$ cat src/rtl/cbo_dec_pkg.sv
package cbo_dec_pkg;

    localparam int ILEN   = 32;
    localparam int OPC_W  = 7;
    localparam int F3_W   = 3;
    localparam int RIDX_W = 5;
    localparam int SEL_W  = 5;
    localparam int OFF_W  = 7;

    // one-hot positions of the operation class
    localparam int OPI_PF_I  = 0;
    localparam int OPI_PF_R  = 1;
    localparam int OPI_PF_W  = 2;
    localparam int OPI_INVAL = 3;
    localparam int OPI_CLEAN = 4;
    localparam int OPI_FLUSH = 5;
    localparam int OPI_ZERO  = 6;
    localparam int OPI_ORI   = 7;
    localparam int OPI_LQ    = 8;
    localparam int OPI_OTHER = 9;
    localparam int OP_W      = OPI_OTHER + 1;

    localparam int N_PF = OPI_PF_W - OPI_PF_I + 1;
    localparam int N_CB = OPI_ZERO - OPI_INVAL + 1;

    localparam logic [OPC_W-1:0] OPC_OPIMM = 7'b0010011;
    localparam logic [OPC_W-1:0] OPC_MISC  = 7'b0001111;
    localparam logic [F3_W-1:0]  F3_ORI    = 3'b110;
    localparam logic [F3_W-1:0]  F3_LQ     = 3'b010;

    // selector codes in bits 24:20, listed in one-hot order
    localparam logic [SEL_W-1:0] PF_SEL [N_PF] = '{5'b00000, 5'b00001, 5'b00011};
    localparam logic [SEL_W-1:0] CB_SEL [N_CB] = '{5'b00000, 5'b00001, 5'b00010, 5'b00100};

    typedef struct packed {
        logic [OP_W-1:0]   op;
        logic [RIDX_W-1:0] rs1;
        logic [OFF_W-1:0]  off;
    } dec_t;

    localparam dec_t DEC_RST = '{op: OP_W'(1) << OPI_OTHER, rs1: '0, off: '0};

endpackage

$ cat src/rtl/cbo_hint_match.sv
module cbo_hint_match
    import cbo_dec_pkg::*;
(
    input  logic [OPC_W-1:0] opc_i,
    input  logic [F3_W-1:0]  f3_i,
    input  logic [4:0]       rd_i,
    input  logic [SEL_W-1:0] sel_i,
    input  logic             en_i,
    output logic             space_o,
    output logic [N_PF-1:0]  hit_o
);

    logic shape_ok;

    assign space_o  = (opc_i == OPC_OPIMM) && (f3_i == F3_ORI);
    assign shape_ok = space_o && (rd_i == '0) && en_i;

    for (genvar g = 0; g < N_PF; g++) begin : g_pf
        assign hit_o[g] = shape_ok && (sel_i == PF_SEL[g]);
    end

endmodule

$ cat src/rtl/cbo_blk_match.sv
module cbo_blk_match
    import cbo_dec_pkg::*;
(
    input  logic [OPC_W-1:0] opc_i,
    input  logic [F3_W-1:0]  f3_i,
    input  logic [4:0]       rd_i,
    input  logic [6:0]       f7_i,
    input  logic [SEL_W-1:0] sel_i,
    input  logic [N_CB-1:0]  en_i,
    output logic             space_o,
    output logic [N_CB-1:0]  hit_o
);

    logic shape_ok;

    assign space_o  = (opc_i == OPC_MISC) && (f3_i == F3_LQ);
    assign shape_ok = space_o && (rd_i == '0) && (f7_i == '0);

    for (genvar g = 0; g < N_CB; g++) begin : g_cb
        assign hit_o[g] = shape_ok && en_i[g] && (sel_i == CB_SEL[g]);
    end

endmodule

$ cat src/rtl/cbo_hint_decoder.sv
module cbo_hint_decoder
    import cbo_dec_pkg::*;
(
    input  logic              clk,
    input  logic              rst_n,
    input  logic [ILEN-1:0]   insn_i,
    input  logic              en_mgmt_i,
    input  logic              en_zero_i,
    input  logic              en_pref_i,
    output logic [OP_W-1:0]   op_o,
    output logic [RIDX_W-1:0] rs1_o,
    output logic [OFF_W-1:0]  pref_off_o
);

    logic             ori_space;
    logic             lq_space;
    logic [N_PF-1:0]  pf_hit;
    logic [N_CB-1:0]  cb_hit;
    logic [N_CB-1:0]  cb_en;
    dec_t             dec_d;
    dec_t             dec_q;

    // invalidate, clean, flush belong to management; last slot is zero
    assign cb_en = {en_zero_i, {(N_CB-1){en_mgmt_i}}};

    cbo_hint_match u_hint (
        .opc_i   (insn_i[6:0]),
        .f3_i    (insn_i[14:12]),
        .rd_i    (insn_i[11:7]),
        .sel_i   (insn_i[24:20]),
        .en_i    (en_pref_i),
        .space_o (ori_space),
        .hit_o   (pf_hit)
    );

    cbo_blk_match u_blk (
        .opc_i   (insn_i[6:0]),
        .f3_i    (insn_i[14:12]),
        .rd_i    (insn_i[11:7]),
        .f7_i    (insn_i[31:25]),
        .sel_i   (insn_i[24:20]),
        .en_i    (cb_en),
        .space_o (lq_space),
        .hit_o   (cb_hit)
    );

    // narrow patterns first, then the base instruction of each space
    always_comb begin
        dec_d     = '0;
        dec_d.rs1 = insn_i[19:15];
        if (|pf_hit) begin
            dec_d.op[OPI_PF_I +: N_PF] = pf_hit;
            dec_d.off                  = insn_i[31:25];
        end else if (ori_space) begin
            dec_d.op[OPI_ORI] = 1'b1;
        end else if (|cb_hit) begin
            dec_d.op[OPI_INVAL +: N_CB] = cb_hit;
        end else if (lq_space) begin
            dec_d.op[OPI_LQ] = 1'b1;
        end else begin
            dec_d.op[OPI_OTHER] = 1'b1;
        end
    end

    always_ff @(posedge clk or negedge rst_n) begin
        if (!rst_n) begin
            dec_q <= DEC_RST;
        end else begin
            dec_q <= dec_d;
        end
    end

    assign op_o       = dec_q.op;
    assign rs1_o      = dec_q.rs1;
    assign pref_off_o = dec_q.off;

endmodule

$ cat config.mk
export PLATFORM = sky130hd
export DESIGN_NAME = cbo_hint_decoder
export DESIGN_NICKNAME = d
export VERILOG_FILES = /design/src/rtl/cbo_dec_pkg.sv /design/src/rtl/cbo_hint_match.sv /design/src/rtl/cbo_blk_match.sv /design/src/rtl/cbo_hint_decoder.sv
export SDC_FILE = /design/constraint.sdc
export NUM_CORES = 1
export LEC_CHECK = 0
export BUFFER_PORTS_ARGS = -buffer_cell sky130_fd_sc_hd__buf_2
export CAP_MARGIN = 20
export CORE_UTILIZATION = 37
export CTS_CLUSTER_SIZE = 8
export DETAILED_ROUTE_END_ITERATION = 10
export PLACE_DENSITY_LB_ADDON = 0.3
export SLEW_MARGIN = 10
export SYNTH_ARGS = -nofsm -noshare
export SYNTH_HDL_FRONTEND = slang
export SYNTH_HIERARCHICAL = 1
export SYNTH_SLANG_ARGS = --single-unit
$ cat constraint.sdc
create_clock -name clk -period 0.8 [get_ports clk]
set_input_delay 0.16 -clock clk [delete_from_list [all_inputs] [get_ports clk]]
set_output_delay 0.16 -clock clk [all_outputs]
set_load 0.02 [all_outputs]
==> results_tabular.tex <==
\begin{tabular}{lr}
\hline
Metric & Value \\
\hline
\multicolumn{2}{l}{\textbf{Yosys}} \\
Netlist area before placement & 932 um\^{}2 \\
Count of state elements after synthesis & 22 \\
Post-synthesis sequential area ratio & 0.592 \\
Count of warnings emitted by yosys & 6 \\
Number of nets in the synthesized netlist & 111 \\
Number of instances in the synthesized netlist & 74 \\
Cell variety after synth & 25 \\
Avg Inst Size Synth & 12.6 um\^{}2 \\
\multicolumn{2}{l}{\textbf{Worst setup path}} \\
WS Path Type & in -> reg \\
Critical path data arrival time & 1500 ps \\
Crit path max fanout & 4 \\
Series of cell instances along the critical path & buf\_2 -> nor4\_1 -> nand4\_1 -> buf\_4 -> nor4\_4 -> nor4\_2 -> and3\_4 \\
WP data required & 980 ps \\
Dominant delay contributor by cell family on the critical path & simple AND/OR/NAND/NOR gates \\
Kind of end point of the critical path & flop \\
CP Launch Type & input port \\
Max stage delay on crit path & 320 ps \\
Cell with the largest stage delay on the worst path & sky130\_fd\_sc\_hd\_\_nor4\_1 \\
Crit path buffers/inverters & 2 \\
\multicolumn{2}{l}{\textbf{Timing}} \\
Max-slew violation count & 0 \\
Tightest Pin Transition & 458 ps \\
Setup-violating endpoint count in the final report & 39 \\
Slew HR & 0.695 \\
Top achievable clock speed & 762 MHz \\
Post-route setup slack & -513 ps \\
Final min period & 1310 ps \\
Unrepaired setup endpoints after global routing & yes \\
Final hold violations & 0 \\
Final period utilization & 1.64 \\
\multicolumn{2}{l}{\textbf{Floorplan}} \\
Standard-cell row count & 17 \\
DIE AREA & 0.00272 mm\^{}2 \\
Die boundary width & 52.2 um \\
Y dimension of the die & 52.2 um \\
Core Region & 0.00230 mm\^{}2 \\
Initial standard-cell utilization of the core & 0.406 \\
Number of top-level pins & 59 \\
\multicolumn{2}{l}{\textbf{Layout}} \\
Share of final-layout standard cells stronger than drive strength 1 & 0.650 \\
Register area & 552 um\^{}2 \\
Number of antenna repair diodes & 0 \\
Total area of multi-input combinational cells & 533 um\^{}2 \\
Leading cell type in the layout, fill and taps excluded & sky130\_fd\_sc\_hd\_\_buf\_6 \\
Net count, final & 195 \\
Post-layout util & 0.801 \\
Fill cell total of the finished layout & 141 \\
Synthesis-to-layout area growth & 97.5\% \\
Most frequent cells in the layout & 32 x sky130\_fd\_sc\_hd\_\_buf\_6, 27 x sky130\_fd\_sc\_hd\_\_buf\_2, 21 x sky130\_fd\_sc\_hd\_\_dfrtp\_1 \\
\multicolumn{2}{l}{\textbf{CTS}} \\
Clock-pin slew on the worst setup and hold paths & 110 ps \\
CTS H-tree depth & 1 \\
Number of buffers created by CTS & 3 \\
CTS tree & done \\
Root buffer cell & sky130\_fd\_sc\_hd\_\_clkbuf\_4 \\
Worst-case clock buffer depth & 2 \\
Number of sinks driven by the clock tree & 22 \\
\multicolumn{2}{l}{\textbf{Place}} \\
Global placer's final weighted congestion & 0.742 \\
HPWL after detailed placement & 1670 um \\
Total of buffers placed on input and output ports & 58 \\
\multicolumn{2}{l}{\textbf{Global route}} \\
First-pass GRT wire length & 3950 um \\
Initial antenna violation count & 0 \\
Tot GR Track Use & 0.200 \\
Via count of the first global-routing pass & 889 \\
Maximum number of pins on one net before global-route repair & 23 \\
Grt ovf & 0 \\
\multicolumn{2}{l}{\textbf{Run}} \\
Max-cap violation count & 0 \\
\multicolumn{2}{l}{\textbf{Power}} \\
Total power per unit cell area & 1070 mW/mm\^{}2 \\
Sum of internal, switching and leakage power & 1960 uW \\
Largest vdd supply drop & 0.965 mV \\
Static leakage & 0.000912 uW \\
\multicolumn{2}{l}{\textbf{Drt}} \\
Post-DR vias/cell & 4.96 \\
Remaining DRCs & 0 \\
Routed wire length & 2580 um \\
DR iter-0 viols & 9 \\
Detailed-route via count & 918 \\
Residual antenna-violating net count after detailed routing & 0 \\
Average detailed-routed wire length per instance & 13.9 um \\
Detailed Routing Iterations Pass 1 & 4 \\
\multicolumn{2}{l}{\textbf{Worst hold path}} \\
Hold crit path type & in -> reg \\
Terminating pin of the worst hold path & pref\_off\_o[4]\$\_DFF\_PN0\_ \\
Hold Crit Depth & 2 \\
Start point of the worst hold path & insn\_i[29] \\
\multicolumn{2}{l}{\textbf{Status}} \\
Run status & finished with violations \\
Violated checks & negative setup slack \\
\hline
\end{tabular}
-- state kept, by name, indices dropped and copies added, names as in the netlist --
register and flops:
op_o 10, pref_off_o 7, rs1_o 5
-- through the flow --
| step | instances | cell area (um^2) | hold slack, ps | setup slack, ps | TNS, ps |
|---|---|---|---|---|---|
| detailed placement | 170 | 1400 | 136 | -873 | -12630 |
| floorplan | 74 | 990 | -136 | -677 | -9710 |
| CTS | 183 | 1760 | 85.8 | -418 | -9820 |
| global route | 185 | 1840 | 95.3 | -511 | -11980 |
| finish | 185 | 1840 | 107 | -513 | -10400 |
| global placement | 170 | 1400 | 127 | -799 | -11320 |
-- power by group --
part           switching [uW]  leakage (uW)  internal (uW)  total [uW]
clock                     290     0.0000150            194         483
sequential               5.84      0.000292           1120        1130
combinational             151      0.000604            198         349
total                     447      0.000912           1520        1960
-- worst max path at each step --
stage	startpoint	end	slack, ps	depth (start not counted)
after floorplan	insn_i[8]	op_o[3]$_DFF_PN0_	-680	5
after global placement	insn_i[26]	op_o[8]$_DFF_PN0_	-800	6
after detailed placement	insn_i[26]	op_o[8]$_DFF_PN0_	-870	6
after CTS	insn_i[8]	op_o[6]$_DFF_PN0_	-420	8
after global routing	insn_i[6]	op_o[8]$_DFF_PN0_	-510	8
final	insn_i[29]	op_o[8]$_DFF_PN0_	-510	7
-- repair_timing --
action	4_1_cts	5_1_grt
resized for setup	67	10
setup buffers	3	3
pin swaps	7	8
setup endpoints to repair	39	39
endpoints found under the hold margin	26	0
hold buffers	6	0
-- cell usage after synthesis (all sizes together) --
master	number	area [um^2]
nor4	11	83.8
clkbuf	3	11.3
dfstp	1	26.3
and3b	1	8.76
nor3	3	26.3
nand3	4	30.0
inv	1	3.75
nand3b	1	7.51
nor4b	3	47.5
nand4b	1	8.76
nand4	1	6.26
dfrtp	21	526
or4bb	2	22.5
and2	5	36.3
nor2	6	22.5
and3	1	6.26
nor2b	7	43.8
nand4bb	1	11.3
nand2	1	3.75
-- area by class of cell --
class | instances | share of cell area
Clock buffer | 4 | 0.0143
Inverter | 1 | 0.00204
Multi-Input combinational cell | 48 | 0.290
Tap cell | 28 | 0.0190
Sequential cell | 22 | 0.300
Timing Repair Buffer | 82 | 0.375
-- routing by layer --
layer  vias up  GRT usage  routed length (um)
met4         0     0.0526                   0
met3         0     0.0232                 168
li1        436          -                   -
met1       435      0.234                1000
met2        47      0.382                1410
met5         -          0                   0
-- cell families after synthesis --
logic type | after synthesis | synth area share
buffers and inverters | 4 | 0.0161
DFF | 22 | 0.592
and+or+nand+nor | 48 | 0.392
No activity file was read; power rests on OpenSTA's default activity.
